**src/rtl/autobaud_pkg.sv**
```systemverilog
package autobaud_pkg;
  typedef enum logic [3:0] {
    RX_HUNT, RX_L_START, RX_L_HIGH, RX_L_RUN,
    RX_IDLE, RX_START, RX_DATA, RX_STOP, RX_WAIT_HI
  } rx_state_e;

  typedef enum logic [1:0] {TX_IDLE, TX_GAP, TX_SEND} tx_state_e;

  localparam int FRAME_BITS = 10;
  localparam logic [7:0] SETUP_BYTE = 8'h01;
  localparam logic [7:0] RELEARN_BYTE = 8'hFF;
endpackage

```
**src/rtl/ab_sync.sv**
```systemverilog
module ab_sync #(
  parameter int STAGES = 2
) (
  input  logic clk,
  input  logic rst_n,
  input  logic d,
  output logic q
);
  logic [STAGES-1:0] sr;
  always_ff @(posedge clk or negedge rst_n)
    if (!rst_n) sr <= '1;
    else        sr <= {sr[STAGES-2:0], d};
  assign q = sr[STAGES-1];
endmodule

```
**src/rtl/ab_rx.sv**
```systemverilog
module ab_rx
  import autobaud_pkg::*;
#(
  parameter int PER_W   = 10,
  parameter int MIN_PER = 8
) (
  input  logic             clk,
  input  logic             rst_n,
  input  logic             line,
  output logic [PER_W-1:0] period,
  output logic             learned,
  output logic             idle,
  output logic [7:0]       rx_data,
  output logic             rx_valid
);
  localparam int LW = PER_W + 1;
  localparam int HW = PER_W + 2;

  rx_state_e        st;
  logic             prev;
  logic [PER_W-1:0] cnt;
  logic [LW-1:0]    len;
  logic [HW-1:0]    hi_len;
  logic [2:0]       sub7;
  logic [PER_W-1:0] acc;
  logic [7:0]       shreg;
  logic [2:0]       bitn;

  wire fall = prev && !line;
  wire [LW-1:0] acc_x  = {1'b0, acc};
  wire [LW-1:0] half_x = {2'b0, acc[PER_W-1:1]};
  wire [LW-1:0] lo_lim = acc_x - half_x;
  wire [LW-1:0] hi_lim = acc_x + half_x;
  wire cand_ok = (acc >= PER_W'(MIN_PER)) && (len >= lo_lim) && (len <= hi_lim);

  always_ff @(posedge clk or negedge rst_n) begin
    if (!rst_n) begin
      st <= RX_HUNT; prev <= 1'b1; learned <= 1'b0; period <= '0;
      cnt <= '0; len <= '0; hi_len <= '0; sub7 <= '0; acc <= '0;
      shreg <= '0; bitn <= '0; rx_data <= '0; rx_valid <= 1'b0;
    end else begin
      prev     <= line;
      rx_valid <= 1'b0;
      case (st)
        RX_HUNT: if (fall) begin
          st  <= RX_L_START;
          len <= LW'(1);
        end
        RX_L_START: begin
          if (line) begin
            st     <= RX_L_HIGH;
            hi_len <= HW'(1);
          end else if (len == '1) st <= RX_HUNT;
          else len <= len + 1'b1;
        end
        RX_L_HIGH: begin
          if (!line) begin
            st   <= RX_L_RUN;
            sub7 <= 3'd1;
            acc  <= '0;
          end else if (hi_len > {len, 1'b0}) st <= RX_HUNT;
          else hi_len <= hi_len + 1'b1;
        end
        RX_L_RUN: begin
          if (line) begin
            if (cand_ok) begin
              period  <= acc;
              learned <= 1'b1;
              st      <= RX_IDLE;
            end else st <= RX_HUNT;
          end else if (acc == '1) st <= RX_HUNT;
          else if (sub7 == 3'd6) begin
            sub7 <= '0;
            acc  <= acc + 1'b1;
          end else sub7 <= sub7 + 1'b1;
        end
        RX_IDLE: if (fall) begin
          st  <= RX_START;
          cnt <= (period >> 1) - 1'b1;
        end
        RX_START: begin
          if (cnt == '0) begin
            if (!line) begin
              st   <= RX_DATA;
              cnt  <= period - 1'b1;
              bitn <= '0;
            end else st <= RX_IDLE;
          end else cnt <= cnt - 1'b1;
        end
        RX_DATA: begin
          if (cnt == '0) begin
            shreg <= {line, shreg[7:1]};
            cnt   <= period - 1'b1;
            if (bitn == 3'd7) st <= RX_STOP;
            else bitn <= bitn + 1'b1;
          end else cnt <= cnt - 1'b1;
        end
        RX_STOP: begin
          if (cnt == '0) begin
            if (!line) st <= RX_WAIT_HI;
            else if (shreg == RELEARN_BYTE) begin
              learned <= 1'b0;
              st      <= RX_HUNT;
            end else begin
              rx_valid <= 1'b1;
              rx_data  <= shreg;
              st       <= RX_IDLE;
            end
          end else cnt <= cnt - 1'b1;
        end
        RX_WAIT_HI: if (line) st <= RX_IDLE;
        default: st <= RX_HUNT;
      endcase
    end
  end

  assign idle = (st == RX_IDLE);


  rx_pulse_chk: assert property (@(posedge clk) disable iff (!rst_n)
    rx_valid |=> !rx_valid);

  rx_learned_chk: assert property (@(posedge clk) disable iff (!rst_n)
    rx_valid |-> learned);

  period_min_chk: assert property (@(posedge clk) disable iff (!rst_n)
    learned |-> (period >= PER_W'(MIN_PER)));
endmodule

```
**src/rtl/ab_tx.sv**
```systemverilog
module ab_tx
  import autobaud_pkg::*;
#(
  parameter int PER_W = 10
) (
  input  logic             clk,
  input  logic             rst_n,
  input  logic             en,
  input  logic [PER_W-1:0] period,
  input  logic             start,
  input  logic [7:0]       data,
  output logic             idle,
  output logic             line_out,
  output logic             line_oe
);
  localparam int BW = $clog2(FRAME_BITS);

  tx_state_e               st;
  logic [PER_W-1:0]        cnt;
  logic [BW-1:0]           bitn;
  logic [FRAME_BITS-1:0]   shreg;

  always_ff @(posedge clk or negedge rst_n) begin
    if (!rst_n) begin
      st <= TX_IDLE; cnt <= '0; bitn <= '0; shreg <= '1;
    end else if (!en) begin
      st <= TX_IDLE;
    end else begin
      case (st)
        TX_IDLE: if (start) begin
          shreg <= {1'b1, data, 1'b0};
          cnt   <= period - 1'b1;
          bitn  <= '0;
          st    <= TX_GAP;
        end
        TX_GAP, TX_SEND: begin
          if (cnt == '0) begin
            cnt <= period - 1'b1;
            if (st == TX_SEND) shreg <= {1'b1, shreg[FRAME_BITS-1:1]};
            if (bitn == BW'(FRAME_BITS - 1)) begin
              bitn <= '0;
              st   <= (st == TX_GAP) ? TX_SEND : TX_IDLE;
            end else bitn <= bitn + 1'b1;
          end else cnt <= cnt - 1'b1;
        end
        default: st <= TX_IDLE;
      endcase
    end
  end

  assign idle     = (st == TX_IDLE);
  assign line_oe  = (st == TX_SEND);
  assign line_out = shreg[0];


  start_low_chk: assert property (@(posedge clk) disable iff (!rst_n)
    $rose(line_oe) |-> !line_out);
endmodule

```
**src/rtl/autobaud_port.sv**
```systemverilog
module autobaud_port
  import autobaud_pkg::*;
#(
  parameter int PER_W       = 10,
  parameter int MIN_PER     = 8,
  parameter int SYNC_STAGES = 2
) (
  input  logic       clk,
  input  logic       rst_n,
  input  logic [7:0] lock_code,
  input  logic       unlock,
  input  logic       line_in,
  output logic       line_out,
  output logic       line_oe,
  output logic [7:0] rx_data,
  output logic       rx_valid,
  input  logic [7:0] tx_data,
  input  logic       tx_valid,
  output logic       tx_ready
);
  logic             comm_en;
  logic             line_s;
  logic             line_g;
  logic [PER_W-1:0] period;
  logic             learned;
  logic             rx_idle;
  logic             tx_idle;

  assign comm_en = unlock || (lock_code == 8'h00);

  ab_sync #(.STAGES(SYNC_STAGES)) u_sync (
    .clk(clk), .rst_n(rst_n), .d(line_in), .q(line_s)
  );

  assign line_g = (comm_en && tx_idle) ? line_s : 1'b1;

  ab_rx #(.PER_W(PER_W), .MIN_PER(MIN_PER)) u_rx (
    .clk(clk), .rst_n(rst_n), .line(line_g), .period(period),
    .learned(learned), .idle(rx_idle), .rx_data(rx_data), .rx_valid(rx_valid)
  );

  assign tx_ready = comm_en && learned && rx_idle && tx_idle;

  ab_tx #(.PER_W(PER_W)) u_tx (
    .clk(clk), .rst_n(rst_n), .en(comm_en), .period(period),
    .start(tx_valid && tx_ready), .data(tx_data), .idle(tx_idle),
    .line_out(line_out), .line_oe(line_oe)
  );


  oe_enabled_chk: assert property (@(posedge clk) disable iff (!rst_n)
    line_oe |-> comm_en);

  ready_drop_chk: assert property (@(posedge clk) disable iff (!rst_n)
    (tx_valid && tx_ready) |=> !tx_ready);

  no_echo_chk: assert property (@(posedge clk) disable iff (!rst_n)
    line_oe |-> !rx_valid);

  no_relearn_out_chk: assert property (@(posedge clk) disable iff (!rst_n)
    rx_valid |-> (rx_data != 8'hFF));
endmodule

```
**config.mk**
```make
export PLATFORM = sky130hd
export DESIGN_NAME = autobaud_port
export DESIGN_NICKNAME = d
export VERILOG_FILES = /design/src/rtl/autobaud_pkg.sv /design/src/rtl/ab_sync.sv /design/src/rtl/ab_rx.sv /design/src/rtl/ab_tx.sv /design/src/rtl/autobaud_port.sv
export SDC_FILE = /design/constraint.sdc
export NUM_CORES = 1
export LEC_CHECK = 0
export BUFFER_PORTS_ARGS = -buffer_cell sky130_fd_sc_hd__buf_2
export CORE_ASPECT_RATIO = 2
export CORE_MARGIN = 2
export CORE_UTILIZATION = 60
export CTS_CLUSTER_SIZE = 40
export DETAILED_ROUTE_END_ITERATION = 10
export PLACE_DENSITY = 0.87
export SYNTH_ARGS = -nofsm -noshare
export SYNTH_HDL_FRONTEND = slang
export SYNTH_SLANG_ARGS = --single-unit
```
**constraint.sdc**
```tcl
create_clock -name clk -period 6.8 [get_ports clk]
set_clock_uncertainty 0.15 [all_clocks]
set_input_delay 0.34 -clock clk [delete_from_list [all_inputs] [get_ports clk]]
set_output_delay 0.34 -clock clk [all_outputs]
set_load 0.01 [all_outputs]
```
==> results of run 1 <==
layout by cell type (no fill, tap or decap), drive strengths merged, types with 5 or more instances in the layout:
master  Yosys  layout
a211oi     17      17
a21oi      47      47
a31oi      10      10
and2        6       6
and3        8       8
buf         6      37
clkbuf     18       9
dfrtp      97      97
dfstp      12      12
ha         76      76
inv        56      62
mux2       24      24
mux2i      13      13
nand2      70      70
nand2b      7       7
nand3      25      25
nand4      18      18
nor2       68      68
nor2b       6       6
nor3       22      22
nor4       10      10
o211ai      5       5
o21ai      82      82
o21bai      5       5
o22ai      11      11
or3        15      15
xnor2      34      34
xor2       11      11
final timing paths:
kind | start | depth (start not counted) | slack, ps | endpoint
hold reg to reg | u_sync.sr[0] | 0 | 210 | u_sync.sr[1]
min in group asynchronous | rst_n | 2 | 260 | u_rx.hi_len[7]
hold / removal | tx_data[7] | 3 | 80 | u_tx.shreg[8]
setup reg to reg | u_rx.acc[2] | 15 | 2260 | u_rx.period[3]
setup / recovery | u_rx.acc[2] | 15 | 2260 | u_rx.period[3]
max in group asynchronous | rst_n | 3 | 4910 | u_rx.cnt[1]
stage by stage:
step                area (sq um)  hold slack (ps)  total power, mW  std cells
floorplan                   7565           -105.6            2.273        841
global placement            7869            102.8            2.597       1004
detailed placement          7869            108.7            2.682       1004
CTS                         8210            75.06            3.266       1022
global route                8210            93.67            3.560       1022
finish                      8210            83.19            3.283       1022
state kept, by name (all words and copies together), names as in the netlist:
| register | count |
|---|---|
| u_rx.rx_valid | 1 |
| u_tx.bitn | 4 |
| u_tx.cnt | 10 |
| u_rx.rx_data | 8 |
| u_rx.st | 4 |
| u_rx.learned | 1 |
| u_rx.hi_len | 12 |
| u_rx.sub7 | 3 |
| u_rx.period | 10 |
| u_sync.sr | 2 |
| u_rx.cnt | 10 |
| u_rx.bitn | 3 |
| u_rx.acc | 10 |
| u_tx.st | 2 |
| u_rx.shreg | 8 |
| u_rx.prev | 1 |
| u_tx.shreg | 9 |
| u_rx.len | 11 |
repair_timing:
item	4_1_cts	5_1_grt
endpoints found under the setup margin	0	0
endpoints found under the hold margin	24	0
hold buffers	2	0
logic make-up (layout without fill, tap and decap cells):
| logic type | count (synthesis) | after routing | share of synthesized area |
|---|---|---|---|
| AOI/OAI and AO/OA | 219 | 219 | 0.1800 |
| xor gates and xnor gates | 45 | 45 | 0.05210 |
| adders and majority gates | 78 | 78 | 0.1310 |
| buffers and inverters | 81 | 112 | 0.04102 |
| DFF | 109 | 109 | 0.3626 |
| muxes | 37 | 37 | 0.05293 |
| and+or+nand+nor | 272 | 272 | 0.1805 |
where the power goes:
part | internal (mW) | switching, mW | total [mW]
clock | 0.274 | 0.290 | 0.564
combinational | 0.693 | 0.952 | 1.65
sequential | 0.843 | 0.231 | 1.07
layer usage:
metal  routed length [um]  up-vias  GRT usage
li1                     -     3088          -
met1                 7521     3102     0.3505
met2                 8808      243     0.4520
met3                  926       49    0.03852
met4                  533        0     0.1177
met5                    0        -          0
critical path, delay by kind of cell, from the launching register on:
| kind | cells | cell delay (ps) |
|---|---|---|
| simple gates | 3 | 340 |
| flops | 1 | 480 |
| compound gates | 8 | 2240 |
| fa+ha+maj | 2 | 640 |
| mux | 1 | 400 |
| buf+inv | 1 | 160 |
area by class of cell:
cell class	count	area, sq um	share of cell area
clock inverter	7	96.34	0.01173
inverter	57	214.0	0.02606
sequential	109	2743	0.3340
multi-input combinational	651	4524	0.5511
timing repair buffer	39	220.2	0.02682
clock buffer	9	225.2	0.02743
tap	150	187.7	0.02286
==> results by group, run 1 <==
Critical path
  – CP Launch Type: register
  – Most used cell, CP: ha_1
  – Slowest cell on crit path: a221oi_1
  – Critical Path RT: 6890 ps
  – Crit-path max cell delay: about 540 ps
  – Worst setup EP type: register
  – Worst EP arrival: 4630 ps
  – Critical path type: register to register
  – CP Cell Sequence: inv_1, ha_1, nor2b_1, o21ai_0, a21boi_0, o21bai_1, a221oi_1, nor4_1, a311o_1, ha_1, nand4_1, a211oi_1, o31a_1, o211a_1, mux2_2
  – Crit path max fanout: 11

Routing
  – Drt via density: 6.342
  – Routed wire length: 17790 um
  – Routed vias: 6482
  – Number of routed nets with antenna violations: 0
  – Drt wl/cell: 17.41 um
  – DRC violations left: 0
  – DRT iter0 DRCs: about 540
  – TritonRoute pass-1 iters: 5

Clocking
  – CTS root buffer: clkbuf_16
  – Post-CTS setup buffers: 0
  – CTS tree: yes
  – Post-cts resize count: 0
  – Clock buffer count from CTS: 9
  – Worst-path clk slew: 90 ps
  – CTS sink cnt: 109
  – Clock latency on the worst-skew pair: 370 ps
  – H-tree depth reported by CTS: 3
  – Clock buffer depth: 2

STA
  – Setup_tns: 0 ps
  – Worst slew margin: 0.2637
  – Minimum clock period: 4539 ps
  – Pins Over Slew Limit: 0
  – PnR worst setup slack: roughly 2300 ps
  – Achievable frequency: 220.3 MHz
  – Worst slew pin tran: 1103 ps
  – Hold Fails Final Rpt: 0
  – Unrepaired setup endpoints after global routing: false
  – Setup violators final: 0
  – Period utilization: 0.6675

Floorplanning
  – I/O pin total: 33
  – Initial Utilization: 0.6096
  – Die Width: approximately 83 um
  – Row cnt: 58
  – Core ar.: 12410 sq um
  – Die Ht: between 150 and 200 um
  – Die ar.: around 14000 sq um

Yosys
  – Largest cells by area after synthesis: dfrtp_1 32%, ha_1 13%, o21ai_0 4.4%, dfstp_2 4.2%, xnor2_1 3.9%
  – Synthesized area: around 7600 sq um
  – Seq/Total Area, Yosys: 0.3626
  – Cell variety after synth: 69
  – Top-area cell type share of the netlist area: 0.3209
  – Largest area contributor in the netlist: dfrtp_1
  – EDFF count, synth: 0
  – Most common cell in the synthesized netlist: dfrtp_1
  – Syn Area/Cell: 8.995 sq um
  – Post-Synthesis Cells: roughly 840
  – Ys Warns: 0
  – Synth Flop Type: dfrtp_1
  – Syn_nets: 940
  – Asr flop ratio synth: 1.000
  – Synth Register Bits: 109
  – Top post-synthesis cells by count: 97 x dfrtp_1, 76 x ha_1, 70 x nand2_1

Hold path
  – Min-delay worst type: primary input to register

Cells and area
  – Final Core Density: 0.6616
  – Filler Cell Count: 925
  – Area growth syn-to-layout: 8.535%
  – Layout cells sized above 1: 0.1227
  – Final nets: 966
  – # diodes: 0

Global routing
  – Vias in the first global route: 6302
  – Global-route wire length before repair: 30260 um
  – Largest net degree at the start of global routing: 86
  – Initial antenna violation count: 0
  – Total global routing overflow: 0
  – GR Util All Layers: 0.2709

Place
  – Pre-CTS setup slack: between 2000 and 2500 ps
  – Post-DP HPWL: 12980 um
  – Final GP Congestion: 0.9449
  – IO buf count: 32

Run status
  – Status: complete, no violations

Run
  – Max-cap violations: 0

Pwr
  – Worst vdd ir: between 0.0003 and 0.0004 V
  – LEAKAGE: 3.664 nW
  – Power Density: roughly 400 nW/um^2
(Power assumes the default switching activity.)
==> inputs of run 2 (changes only) <==
- ABC_AREA: not set -> 1
- CORE_UTILIZATION: 60 -> 57
- PLACE_DENSITY: 0.87 -> 0.86
- clock period: 6.8 -> 3.8 ns (I/O delays scaled with it)
==> run 2 against run 1 <==
Net effect:
- register-to-register slack got worse by 2000 ps
- critical path depth increased by 4
- die area increased by 14%
- cell count increased by 37%
- first-iteration DRC count decreased by 29%
- synthesized area increased by 9.1%
- largest power group is now sequential cells
- flip-flop and latch count unchanged
- global-route usage increased by 1.7 points
- clock-buffer cell count increased by 1
- hold slack got worse by 89 ps
- fmax increased by 28%
- sequential share of layout area decreased by 3.3 points
- the flow now finishes with violations (negative hold slack)
==> results by group, run 2 <==
Routing
  – Number of routed nets with antenna violations: 0
  – DRT iter0 DRCs: 386
  – DRC violations left: 0
  – TritonRoute pass-1 iters: 5
  – Drt wl/cell: 15.08 um
  – Routed wire length: 21110 um
  – Drt via density: 5.557
  – Routed vias: 7780

Global routing
  – Initial antenna violation count: 0
  – Largest net degree at the start of global routing: 67
  – GRT met2 Usage: 0.5127
  – Global routing usage on met3: 0.04558
  – Grt met1 use: 0.2832
  – GR Util All Layers: 0.2876
  – Total global routing overflow: 0
  – Busiest grt layer: met2
  – Vias in the first global route: 7890
  – Global-route wire length before repair: 35230 um

Cells and area
  – Final nets: between 1000 and 1500
  – Top flop regs: u_rx.hi_len: 12 flops, u_rx.len: 11 flops
  – Layout cells sized above 1: 0.1060
  – Biggest register: u_rx.hi_len
  – Max reg flops: 12
  – Area growth syn-to-layout: 10.26%
  – Most common cell after layout, fill and taps aside: nand2_1
  – # diodes: 0
  – Commonest non-fill, non-tap cells in the layout: 381 x nand2_1, 123 x inv_1, 99 x nor2_1, 96 x dfrtp_1, 74 x o21ai_0

Critical path
  – CP Launch Type: register
  – Reg2Reg Setup Slack: 250 ps
  – Worst setup EP type: register
  – Reg-to-reg endpoint: u_rx.period[9]
  – RR Startpoint: u_rx.acc[1]
  – Worst EP arrival: 3650 ps
  – Critical Path RT: 3900 ps
  – Crit path max fanout: 21
  – Critical path type: register to register
  – Worst reg-to-reg path cell count: 19

STA
  – Worst hold margin: -5.318 ps
  – Hold Fails Final Rpt: 2
  – Minimum clock period: 3548 ps
  – Worst slew pin tran: around 900 ps
  – PnR worst setup slack: 251.8 ps
  – Period utilization: 0.9337
  – Achievable frequency: 281.8 MHz
  – Setup violators final: 0
  – Worst slew margin: 0.4150
  – Pins Over Slew Limit: 0

Yosys
  – Largest area contributor in the netlist: dfrtp_1
  – Top post-synthesis cells by count: 381 x nand2_1, 125 x inv_1, 99 x nor2_1
  – Asr flop ratio synth: 1.000
  – Largest cells by area after synthesis: dfrtp_1 29%, nand2_1 17%, ha_1 12%, inv_1 5.7%, xor2_1 4.9%
  – Syn_nets: 1253
  – Cell variety after synth: 50
  – Synthesized area: slightly above 8000 sq um
  – Seq/Total Area, Yosys: 0.3323
  – Most common cell in the synthesized netlist: nand2_1
  – EDFF count, synth: 0
  – Ys Warns: 0
  – Top-area cell type share of the netlist area: 0.2941
  – Syn Area/Cell: a little over 7 sq um
  – Synth Register Bits: between 100 and 150
  – Post-Synthesis Cells: 1154
  – Synth Flop Type: dfrtp_1

Floorplanning
  – Die Width: around 89 um
  – Initial Utilization: 0.5783
  – Core ar.: 14270 sq um
  – Die ar.: 15520 sq um
  – Die Ht: 174.2 um
  – I/O pin total: 33
  – Row cnt: 62

Hold path
  – Worst Hold End: u_tx.shreg[7]
  – Hold depth: 5
  – HP Start: tx_data[6]
  – Min-delay worst type: primary input to register

Clocking
  – Clock buffer depth: 2
  – H-tree depth reported by CTS: 3
  – Worst-path clk slew: 80 ps
  – Clock buffer count from CTS: 9
  – CTS tree: yes
  – CTS root buffer: clkbuf_16
  – Clock latency on the worst-skew pair: 370 ps
  – CTS sink cnt: 109

Pwr
  – Power Density: roughly 440 nW/um^2
  – LEAKAGE: 4.624 nW
  – Worst vdd ir: 0.0002858 V
  – Total Power: 4.036 mW

Run status
  – Status: complete, but fails checks
  – Violated checks: negative hold slack

Place
  – Pre-CTS setup slack: 198.2 ps
  – Final GP Congestion: 0.9537
  – Post-DP HPWL: 16130 um
  – IO buf count: 32

Run
  – Max-cap violations: 0
[run 2: cell count changes in the layout (fill, tap and decap cells not counted), sizes merged, moves of 15 or more]
| cell | previous run | this run |
|---|---|---|
| a211oi | 17 | 0 |
| inv | 62 | 137 |
| mux2 | 24 | 0 |
| nand2 | 70 | 386 |
| nand3 | 25 | 58 |
| nor2 | 68 | 109 |
| or3 | 15 | 0 |
| xnor2 | 34 | 9 |
| xor2 | 11 | 46 |
[run 2: timing repair]
item,4_1_cts,5_1_grt
hold buffers,6,0
endpoints found under the hold margin,57,0
gates resized for setup,0,13
setup buffers,0,1
setup endpoints to repair,0,12
[run 2: worst max path at each step]
stage	start	to	slack (ps)	depth (start not counted)
after detailed placement	u_rx.acc[1]	u_rx.period[9]	200	19
after global placement	u_rx.acc[1]	u_rx.period[2]	300	19
after global routing	u_rx.acc[8]	u_rx.period[9]	-6	17
after floorplan	u_rx.acc[2]	u_rx.period[1]	410	17
final	u_rx.acc[1]	u_rx.period[9]	250	19
after CTS	u_rx.acc[1]	u_rx.period[9]	150	19
[run 2: logic make-up after synthesis]
group / Yosys count / synth area share
AND/OR/NAND/NOR: 605 / 0.3118
XOR/XNOR: 55 / 0.05836
AO/OA/AOI/OAI: 153 / 0.1031
adder cells (fa/ha/maj): 78 / 0.1201
flip-flops: 109 / 0.3323
buffers and inverters: 154 / 0.07443
[run 2: area by class of cell]
cell class	instances	area, sq um
Clock buffer	10	239.0
Clock inverter	6	53.80
Fill cell	1294	5172
Inverter	136	516.7
Multi-Input combinational cell	891	4937
Sequential cell	109	2744
Tap cell	192	240.2
Timing Repair Buffer	56	370.4
[run 2: critical path, cell delays in order, from the launching register on]
cell and delay (ps):
dfrtp_1 410, ha_4 180, inv_1 70, fa_1 400
o31ai_1 300, buf_4 180, a21oi_1 60, o21ai_0 200
xor2_1 180, ha_1 260, nand2_1 100, nor2_1 60
and2_1 150, nand2_1 50, nand3_1 60, nand2_1 90
nand4_1 170, buf_12 220, nand2_1 60, o21ai_0 80
[run 2: routing by layer]
| metal | wire [um] | vias to the layer above |
|---|---|---|
| li1 | - | 3797 |
| met1 | 7448 | 3627 |
| met2 | 11360 | 249 |
| met3 | 717 | 107 |
| met4 | 1589 | 0 |
| met5 | 0 | - |
[run 2: stage by stage]
stage | hold slack [ps] | instances | instance area, sq um | utilization | TNS [ps]
floorplan | -255.6 | 1154 | 8254 | - | 0
global route | 44.68 | 1400 | 9101 | 0.6376 | -6.498
detailed placement | 151.1 | 1377 | 8696 | 0.6092 | 0
global placement | 146.2 | 1377 | 8696 | 0.6092 | 0
CTS | 4.662 | 1399 | 9049 | 0.6339 | 0
finish | -5.318 | 1400 | 9101 | 0.6376 | 0
[run 2: power breakdown]
part / internal (mW) / switching [mW]
Clock: 0.476 / 0.477
Sequential: 1.37 / 0.178
Combinational: 0.469 / 1.07
